`src/rtl/stk_pkg.sv`:
```
package stk_pkg;
  localparam int RIDX_W = 4;
  localparam logic [RIDX_W-1:0] REG_NONE = '1;
  localparam logic [RIDX_W-1:0] REG_SP   = 4'd4;

  typedef enum logic [2:0] {
    OP_NOP  = 3'd0,
    OP_LDI  = 3'd1,
    OP_PUSH = 3'd2,
    OP_POP  = 3'd3,
    OP_CALL = 3'd4,
    OP_RET  = 3'd5,
    OP_RSV6 = 3'd6,
    OP_RSV7 = 3'd7
  } op_e;

  typedef enum logic [1:0] {VE_ZERO, VE_IMM, VE_SP_DN, VE_SP_UP} ve_sel_e;
  typedef enum logic [1:0] {AD_ZERO, AD_OLD_SP, AD_NEW_SP} adr_sel_e;
  typedef enum logic [1:0] {WD_ZERO, WD_REGA, WD_FALL} wd_sel_e;
  typedef enum logic [1:0] {PC_FALL, PC_IMM, PC_MEM} pc_sel_e;

  typedef struct packed {
    logic [RIDX_W-1:0] src_a;
    logic [RIDX_W-1:0] src_b;
    logic [RIDX_W-1:0] dst_e;
    logic [RIDX_W-1:0] dst_m;
    ve_sel_e           ve;
    adr_sel_e          adr;
    wd_sel_e           wd;
    logic              mem_we;
    pc_sel_e           pc;
  } ctl_t;
endpackage

```
`src/rtl/stk_decode.sv`:
```
module stk_decode
  import stk_pkg::*;
(
  input  op_e               op,
  input  logic [RIDX_W-1:0] rsel,
  output ctl_t              ctl
);
  always_comb begin
    ctl = '{src_a: REG_NONE, src_b: REG_NONE, dst_e: REG_NONE, dst_m: REG_NONE,
            ve: VE_ZERO, adr: AD_ZERO, wd: WD_ZERO, mem_we: 1'b0, pc: PC_FALL};
    unique case (op)
      OP_LDI: begin
        ctl.dst_e = rsel;
        ctl.ve    = VE_IMM;
      end
      OP_PUSH: begin
        ctl.src_a  = rsel;
        ctl.src_b  = REG_SP;
        ctl.dst_e  = REG_SP;
        ctl.ve     = VE_SP_DN;
        ctl.adr    = AD_NEW_SP;
        ctl.wd     = WD_REGA;
        ctl.mem_we = 1'b1;
      end
      OP_POP: begin
        ctl.src_b = REG_SP;
        ctl.dst_e = REG_SP;
        ctl.dst_m = rsel;
        ctl.ve    = VE_SP_UP;
        ctl.adr   = AD_OLD_SP;
      end
      OP_CALL: begin
        ctl.src_b  = REG_SP;
        ctl.dst_e  = REG_SP;
        ctl.ve     = VE_SP_DN;
        ctl.adr    = AD_NEW_SP;
        ctl.wd     = WD_FALL;
        ctl.mem_we = 1'b1;
        ctl.pc     = PC_IMM;
      end
      OP_RET: begin
        ctl.src_b = REG_SP;
        ctl.dst_e = REG_SP;
        ctl.ve    = VE_SP_UP;
        ctl.adr   = AD_OLD_SP;
        ctl.pc    = PC_MEM;
      end
      default: ;
    endcase
  end
endmodule

```
`src/rtl/stk_regfile.sv`:
```
module stk_regfile
  import stk_pkg::*;
#(
  parameter int          DW       = 64,
  parameter logic [DW-1:0] SP_RESET = 'h200
) (
  input  logic              clk,
  input  logic              rst_n,
  input  logic [RIDX_W-1:0] rd_a_idx,
  input  logic [RIDX_W-1:0] rd_b_idx,
  output logic [DW-1:0]     rd_a_val,
  output logic [DW-1:0]     rd_b_val,
  input  logic [RIDX_W-1:0] wr_e_idx,
  input  logic [DW-1:0]     wr_e_val,
  input  logic [RIDX_W-1:0] wr_m_idx,
  input  logic [DW-1:0]     wr_m_val,
  output logic [DW-1:0]     sp_q
);
  localparam int NREG = (1 << RIDX_W) - 1;

  logic [DW-1:0] regs [NREG];

  always_ff @(posedge clk or negedge rst_n) begin
    if (!rst_n) begin
      for (int i = 0; i < NREG; i++)
        regs[i] <= (i == int'(REG_SP)) ? SP_RESET : '0;
    end else begin
      for (int i = 0; i < NREG; i++) begin
        if (wr_m_idx == i[RIDX_W-1:0])      regs[i] <= wr_m_val;
        else if (wr_e_idx == i[RIDX_W-1:0]) regs[i] <= wr_e_val;
      end
    end
  end

  always_comb begin
    rd_a_val = '0;
    rd_b_val = '0;
    for (int i = 0; i < NREG; i++) begin
      if (rd_a_idx == i[RIDX_W-1:0]) rd_a_val = regs[i];
      if (rd_b_idx == i[RIDX_W-1:0]) rd_b_val = regs[i];
    end
  end

  assign sp_q = regs[REG_SP];

  AST_M_PORT_WINS: assert property (@(posedge clk) disable iff (!rst_n)
    (wr_m_idx == REG_SP && wr_e_idx == REG_SP) |=> sp_q == $past(wr_m_val));
  AST_NONE_KEEPS_SP: assert property (@(posedge clk) disable iff (!rst_n)
    (wr_m_idx == REG_NONE && wr_e_idx == REG_NONE) |=> $stable(sp_q));
endmodule

```
`src/rtl/stk_memsel.sv`:
```
module stk_memsel
  import stk_pkg::*;
#(
  parameter int DW = 64
) (
  input  ctl_t          ctl,
  input  logic [DW-1:0] old_sp,
  input  logic [DW-1:0] new_sp,
  input  logic [DW-1:0] reg_a,
  input  logic [DW-1:0] fall_pc,
  input  logic [DW-1:0] imm,
  input  logic [DW-1:0] rdata,
  output logic [DW-1:0] addr,
  output logic [DW-1:0] wdata,
  output logic          we,
  output logic [DW-1:0] pc_next
);
  always_comb begin
    unique case (ctl.adr)
      AD_OLD_SP: addr = old_sp;
      AD_NEW_SP: addr = new_sp;
      default:   addr = '0;
    endcase
    unique case (ctl.wd)
      WD_REGA: wdata = reg_a;
      WD_FALL: wdata = fall_pc;
      default: wdata = '0;
    endcase
    unique case (ctl.pc)
      PC_IMM:  pc_next = imm;
      PC_MEM:  pc_next = rdata;
      default: pc_next = fall_pc;
    endcase
  end
  assign we = ctl.mem_we;
endmodule

```
`src/rtl/stk_ctl.sv`:
```
module stk_ctl
  import stk_pkg::*;
#(
  parameter int            DW       = 64,
  parameter logic [DW-1:0] SP_RESET = 'h200,
  parameter int            STEP     = 8
) (
  input  logic              clk,
  input  logic              rst_n,
  input  logic [2:0]        op_i,
  input  logic [RIDX_W-1:0] reg_i,
  input  logic [DW-1:0]     imm_i,
  input  logic [DW-1:0]     fall_pc_i,
  input  logic [DW-1:0]     mem_rdata_i,
  output logic [DW-1:0]     mem_addr_o,
  output logic [DW-1:0]     mem_wdata_o,
  output logic              mem_we_o,
  output logic [DW-1:0]     pc_next_o
);
  localparam logic [DW-1:0] STEP_V = DW'(STEP);

  function automatic logic [DW-1:0] sp_dn(input logic [DW-1:0] sp);
    return sp - STEP_V;
  endfunction
  function automatic logic [DW-1:0] sp_up(input logic [DW-1:0] sp);
    return sp + STEP_V;
  endfunction

  op_e           op;
  ctl_t          ctl;
  logic [DW-1:0] val_a, val_b, val_e, sp_q;
  logic          is_push_like, is_pop_like;

  assign op           = op_e'(op_i);
  assign is_push_like = (op == OP_PUSH) || (op == OP_CALL);
  assign is_pop_like  = (op == OP_POP)  || (op == OP_RET);

  stk_decode u_dec (.op(op), .rsel(reg_i), .ctl(ctl));

  stk_regfile #(.DW(DW), .SP_RESET(SP_RESET)) u_rf (
    .clk(clk), .rst_n(rst_n),
    .rd_a_idx(ctl.src_a), .rd_b_idx(ctl.src_b),
    .rd_a_val(val_a), .rd_b_val(val_b),
    .wr_e_idx(ctl.dst_e), .wr_e_val(val_e),
    .wr_m_idx(ctl.dst_m), .wr_m_val(mem_rdata_i),
    .sp_q(sp_q)
  );

  always_comb begin
    unique case (ctl.ve)
      VE_IMM:   val_e = imm_i;
      VE_SP_DN: val_e = sp_dn(val_b);
      VE_SP_UP: val_e = sp_up(val_b);
      default:  val_e = '0;
    endcase
  end

  stk_memsel #(.DW(DW)) u_ms (
    .ctl(ctl), .old_sp(val_b), .new_sp(val_e), .reg_a(val_a),
    .fall_pc(fall_pc_i), .imm(imm_i), .rdata(mem_rdata_i),
    .addr(mem_addr_o), .wdata(mem_wdata_o), .we(mem_we_o), .pc_next(pc_next_o)
  );

  AST_PUSH_ADDR_NEW: assert property (@(posedge clk) disable iff (!rst_n)
    is_push_like |-> mem_addr_o == sp_q - STEP_V);
  AST_POP_ADDR_OLD: assert property (@(posedge clk) disable iff (!rst_n)
    is_pop_like |-> mem_addr_o == sp_q);
  AST_WE_GATED: assert property (@(posedge clk) disable iff (!rst_n)
    mem_we_o |-> is_push_like);
  AST_SP_DOWN: assert property (@(posedge clk) disable iff (!rst_n)
    is_push_like |=> sp_q == $past(sp_q) - STEP_V);
  AST_SP_UP: assert property (@(posedge clk) disable iff (!rst_n)
    (op == OP_RET || (op == OP_POP && reg_i != REG_SP)) |=> sp_q == $past(sp_q) + STEP_V);
  AST_RET_PC: assert property (@(posedge clk) disable iff (!rst_n)
    (op == OP_RET) |-> pc_next_o == mem_rdata_i);
endmodule

```
`config.mk`:
```
export PLATFORM = sky130hd
export DESIGN_NAME = stk_ctl
export DESIGN_NICKNAME = d
export VERILOG_FILES = /design/src/rtl/stk_pkg.sv /design/src/rtl/stk_decode.sv /design/src/rtl/stk_regfile.sv /design/src/rtl/stk_memsel.sv /design/src/rtl/stk_ctl.sv
export SDC_FILE = /design/constraint.sdc
export NUM_CORES = 2
export LEC_CHECK = 0
export ABC_AREA = 1
export BUFFER_PORTS_ARGS = -buffer_cell sky130_fd_sc_hd__buf_2
export CORE_ASPECT_RATIO = 1.5
export CORE_MARGIN = 3
export CORE_UTILIZATION = 35
export DETAILED_ROUTE_END_ITERATION = 7
export GPL_TIMING_DRIVEN = 1
export PLACE_DENSITY = 0.56
export SKIP_LAST_GASP = 1
export SLEW_MARGIN = 20
export SYNTH_ARGS = -nofsm -noshare
export SYNTH_HDL_FRONTEND = slang
export SYNTH_SLANG_ARGS = --single-unit
```
`constraint.sdc`:
```
create_clock -name clk -period 9.35 [get_ports clk]
set_input_delay 2.3375 -clock clk [delete_from_list [all_inputs] [get_ports clk]]
set_output_delay 2.3375 -clock clk [all_outputs]
set_load 0.05 [all_outputs]
```
# Yosys cells after proc, flatten, opt, wreduce, memory -nomap -nowiden
# Index checks and enable logic that the tools add are counted.
word_totals:
  reg_bits: 960
  in_bits: 201
  word_cells: 181
classes:
  n_addsub: 2
  eq_ne: 70
  n_mux: 72
  n_reduce_logical: 22
op_table:
  columns: ["operator", "count"]
  rows:
  - ["$mux W64", 60]
  - ["$pmux W64 S2", 3]
  - ["$pmux W64 S3", 1]
  - ["$eq A4 B4 Y1 const B", 28]
  - ["$add A64 B4 Y64 const B", 1]
  - ["$eq A4 B3 Y1 const B", 16]
  - ["$sub A64 B4 Y64 const B", 1]
  - ["$eq A4 B2 Y1 const B", 8]
  - ["$reduce_bool A2 Y1", 15]
  - ["$eq A4 B1 Y1 const B", 4]
  - ["$logic_not A4 Y1", 4]
  - ["$mux W4", 3]
  - ["$eq A2 B2 Y1 const B", 5]
  - ["$eq A2 B1 Y1 const B", 4]
  - ["$pmux W2 S2", 2]
  - ["$pmux W4 S2", 1]
  - ["$eq A3 B2 Y1 const B", 2]
  - ["$eq A3 B3 Y1 const B", 2]
  - ["$pmux W2 S3", 1]
  - ["$pmux W3 S2", 1]
  - ["$reduce_or A2 Y1", 2]
  - ["$reduce_or A4 Y1", 1]
  - ["$eq A3 B1 Y1 const B", 1]

# Depth between registers and ports, before layout
logic_depth:
  word_depth: 23
  mapped_depth: 32

# By module
# A second synthesis with hierarchy kept.
hier_totals:
  hier_cells: 10972
  area_unflattened_um2: 68503.2
modules_own_cells:
  columns: ["module", "instances", "cells_per_inst", "area_each_um2", "seq_area_each_um2"]
  rows:
  - ["stk_regfile", 1, 8732, 58265.9, 24024.3]
  - ["stk_ctl", 1, 1345, 6188.4, 0.0]
  - ["stk_memsel", 1, 851, 3831.2, 0.0]
  - ["stk_decode", 1, 44, 217.7, 0.0]

# Worst setup path before layout
# No wires, ideal clock.
synth_path:
  path_type: "input port to output port"
  from: "input port op_i[1]"
  to: "output port mem_addr_o[36]"
  t_arrival_ns: 6.828
  path_slack_ns: 0.185
  path_stages: 28
  n_path_buf: 4
  path_cell_list: "nor3_1 -> clkbuf_1 -> inv_1 -> nand2_1 -> inv_1 -> ha_1 -> clkbuf_1 -> inv_2 -> nand2_4 -> buf_6 -> buf_6 -> ha_1 -> inv_1 -> nor2_1 -> nand3_1 -> nand3_1 -> nand2_1 -> nand2_1 -> nand2_1 -> nand2_1 -> nand2_1 -> nand2_2 -> nand2_1 -> nand3_1 -> nand3_1 -> nand2_2 -> nand2_1 -> a21oi_1"
synth_between:
  elab_chain_len: 22
  word_cells_on_any_way: 50
synth_rtl:
  columns: ["item", "line", "text"]
  rows:
  - ["from (decl)", "stk_ctl.sv:10", "input logic [2:0] op_i,"]
  - ["$eq A3 B2 Y1 or $eq A3 B3 Y1 (tied branches)", "stk_decode.sv:11", "unique case (op)"]
  - ["$reduce_or A4 Y1 (no source line)", null, null]
  - ["$mux W4", "stk_decode.sv:11", null]
  - ["$logic_not A4 Y1", "stk_regfile.sv:40", "if (rd_b_idx == i[RIDX_W-1:0]) rd_b_val = regs[i];"]
  - ["$mux W64 (15 in series)", "stk_regfile.sv:40", null]
  - ["$add A64 B4 Y64 or $sub A64 B4 Y64 (tied branches)", "stk_ctl.sv:26, stk_ctl.sv:23", null]
  - ["$pmux W64 S3", "stk_ctl.sv:50", "unique case (ctl.ve)"]
  - ["$pmux W64 S2 (*)", "stk_memsel.sv:19", "unique case (ctl.adr)"]
  - ["to (decl)", "stk_ctl.sv:15", "output logic [DW-1:0] mem_addr_o,"]
# Mark *: on every way between the ends. The rest lies on a longest branch, timed or not.

# Final worst setup path
layout_path:
  from: "input port op_i[1]"
  to: "output port mem_addr_o[55]"
# The elaborated chain is that of the path after synthesis.

==> impl_metrics.csv <==
group,metric,value,unit
yosys,synthMuxAreaShare,0,%
critical_path,crit_fanout,23,
grt,grt_pass1_vias,62100,
pwr,power.switching,6870,uW
route,wl_per_cell,31.5,um
critical_path,worst_setup_path_end_kind,"primary output",
yosys,synthSimpleGateAreaFrac,27.8,%
yosys,syn_avg_cell_area,7.18,um^2
floorplan,rows,182,
pwr,p_total,16200,uW
yosys,synth_top_area_share,41.4,%
yosys,yosysWarnings,0,
route,vias_per_cell,6.09,
sta,fin_skew,0.0336,ns
layout,final_cell_mix,"nand2_1 (2938), dfrtp_1 (959), inv_1 (776), buf_2 (368), nor2_1 (359)",
route,drt_wl_total,334000,um
pwr,p_clk_share,24.3,%
sta,tightest_slew,1.24,ns
pwr,powerDensity,242,nW/um^2
flow_run,drv_cap,0,
layout,final_common_cell,"nand2_1",
route,final_antenna_net_count,0,
grt,gr-usage-met2,57.0,%
yosys,async_flop_share,100,%
yosys,yosys-top-cells-area,"dfrtp_1 (41%), nand2_1 (19%), inv_1 (5.1%), o221ai_1 (4.5%), o211ai_1 (3.6%)",
yosys,yosysUniqueCellTypes,52,
sta,max_slew_margin,17.4,%
floorplan,io_pins,394,
yosys,synth-edff-count,0,
pwr,p_sw_share,42.5,%
route,routed-via-count,64700,
pwr,power.leakage,0.0317,uW
yosys,yosysTopAreaCell,"dfrtp_1",
yosys,synth_top_family_by_area,"simple AND/OR/NAND/NOR gates",
sta,slew_viol_final,0,
critical_path,worstSetupStartpointType,"input pin",
route,drtPass1Iterations,6,
cts,cts-root-buf,"clkbuf_16",
placed_design,post-dp-hpwl,221000,um
pwr,power_frac_seq,36.4,%
run_status,status,"finished, final reports clean",
grt,use_met1,44.7,%
grt,grt-ovfl-total,0,
layout,finalNetCount,8579,
grt,grt_start_max_net_pins,175,
floorplan,fp.coreArea,164000,um^2
pwr,power_frac_comb,39.3,%
sta,final_hold_viol_count,0,
floorplan,dieWidth,338,um
cts,ctsLongestPathBuffers,3,
cts,h-tree-depth,3,
layout,fin_area,66800,um^2
sta,holdWs,0.486,ns
yosys,ys_ff_latch,960,
yosys,ys_seq_area_share,41.4,%
floorplan,initial_core_util,35.3,%
sta,final-setup-viol-count,0,
floorplan,die_h,505,um
cts,clkTransAtPathRegs,0.06,ns
critical_path,critical_path_class,"in2out",
grt,grtUsageMet3,11.6,%
yosys,synth_fa_ha_area_share,1.10,%
yosys,syn_nets,8336,
floorplan,dieArea,171000,um^2
yosys,ys.flop_type,"dfrtp_1",
placed_design,place.gp.congestion,1.11,
cts,cts_tree,"built",
placed_design,io_buffers,393,
pwr,p_int,9290,uW
pwr,ir_drop,0.000145,V
sta,fin_crit_sh,99.5,%
yosys,synth_xor_area_share,0.0151,%
sta,max_freq,108,MHz
grt,busiest_layer,"met2",
route,dr.first_iter.drc_count,8216,
min_path,hp-class,"reg2reg",
grt,grt_util_all_layers,37.8,%
critical_path,arrival,6.96,ns
cts,ctsHoldBuffers,0,
cts,cts-buffers-inserted,89,
sta,rsz0062_at_grt,"yes",
cts,clock_sinks,960,
yosys,syn_inst,8084,
yosys,synth_compound_area_share,20.0,%
yosys,synth_area,58000,um^2
cts,clk_latency,0.72,ns
grt,antenna_found_initial,25,
placed_design,place_area,63800,um^2
route,drc,0,
layout,area_growth,15.2,%
grt,grt_pass1_wl,464000,um
sta,fin_crit,9.30,ns
critical_path,critPathRequiredTime,7.01,ns
layout,drive_gt1_share,13.8,%
power groups by stage:
| stage | clock, uW | combinational (uW) | sequential [uW] |
|---|---|---|---|
| after CTS | 3930 | 6180 | 5820 |
| after global placement | 0 | 6110 | 5870 |
| final | 3930 | 6360 | 5880 |
| after detailed placement | 0 | 6150 | 5890 |
| after global routing | 4090 | 6760 | 5950 |
| after floorplan | 0 | 3610 | 5620 |
through the flow:
step	cells	setup TNS (ns)	utilization [%]	setup slack [ns]
3_5_place_dp	10400	0	38.8	0.117
3_3_place_gp	10400	0	38.8	0.0944
6_report	10600	0	40.7	0.0479
2_1_floorplan	8084	0	-	0.185
5_1_grt	10600	-0.114	40.6	-0.0764
4_1_cts	10600	0	40.6	0.0961
Yosys cell counts (16+ instances only):
cell type,instances
nand2_1,2944
dfrtp_1,959
inv_1,792
clkbuf_1,452
nor2_1,390
a21oi_1,297
o221ai_1,296
o211ai_1,278
nand3_1,268
o22ai_1,255
nand4_1,196
o21bai_1,196
o21ai_0,131
inv_2,74
a31oi_1,68
a22oi_1,53
ha_1,51
buf_1,44
nand2_2,44
buf_2,43
nor2_2,34
o21ai_1,33
or2_2,23
o21ai_2,22
o21bai_2,21
buf_6,16
flip-flops by register name, summed over array words and instances, names as in the netlist:
signal,flops
u_rf.sp_q,64
u_rf.regs,896
layout make-up:
class	count	area (um^2)
Clock inverter	20	293
Multi-Input combinational cell	5682	28600
Timing Repair Buffer	714	5050
Antenna cell	23	57.6
Clock buffer	141	2710
Inverter	880	3320
Tap cell	2208	2760
Sequential cell	960	24000
Fill cell	17100	97600
layer usage:
layer	up-vias	routed length [um]
li1	27300	-
met1	31400	119000
met2	4710	144000
met3	1345	40900
met4	14	30800
met5	-	244
logic make-up after synthesis:
kind of cell	count (synthesis)
and+or+nand+nor	3954
DFF	960
AOI/OAI and AO/OA	1676
buffers and inverters	1442
adders and majority gates	51
xor gates and xnor gates	1
worst paths after layout:
kind                          startpoint        endpoint  slack, ns  cells after the start
setup reg to reg           u_rf.sp_q[16]  u_rf.regs[567]       5.48                     18
setup / recovery                 op_i[1]  mem_addr_o[55]       0.05                     26
hold reg to reg             u_rf.regs[5]    u_rf.regs[5]       0.49                      2
hold / removal              u_rf.regs[5]    u_rf.regs[5]       0.49                      2
min in group asynchronous          rst_n   u_rf.regs[55]       1.66                      1
max in group asynchronous          rst_n  u_rf.regs[140]       5.54                      3
repair_timing:
item,in CTS,in global routing
buffers inserted,0,0
resized for setup,0,4
setup endpoints to repair,0,8
critical path: stages:
cell and delay [ns]:
buf_2 0.16, inv_1 0.05, nor2_1 0.34, nand2_1 0.13, nand2_1 0.18, inv_1 0.09, ha_1 0.23, inv_2 0.09
nand2_4 0.08, buf_12 0.21, ha_1 0.31, a21oi_1 0.26, inv_1 0.08, nand3_1 0.12, nand2_1 0.11, buf_4 0.15
a21oi_1 0.53, nand3_2 0.36, nand2_1 0.20, nand2_1 0.07, nand2_1 0.06, nand3_1 0.14, nand2_2 0.12, nand2_1 0.05
a21oi_1 0.17, buf_2 0.30
Note: power is estimated with default switching activity, not from simulation.
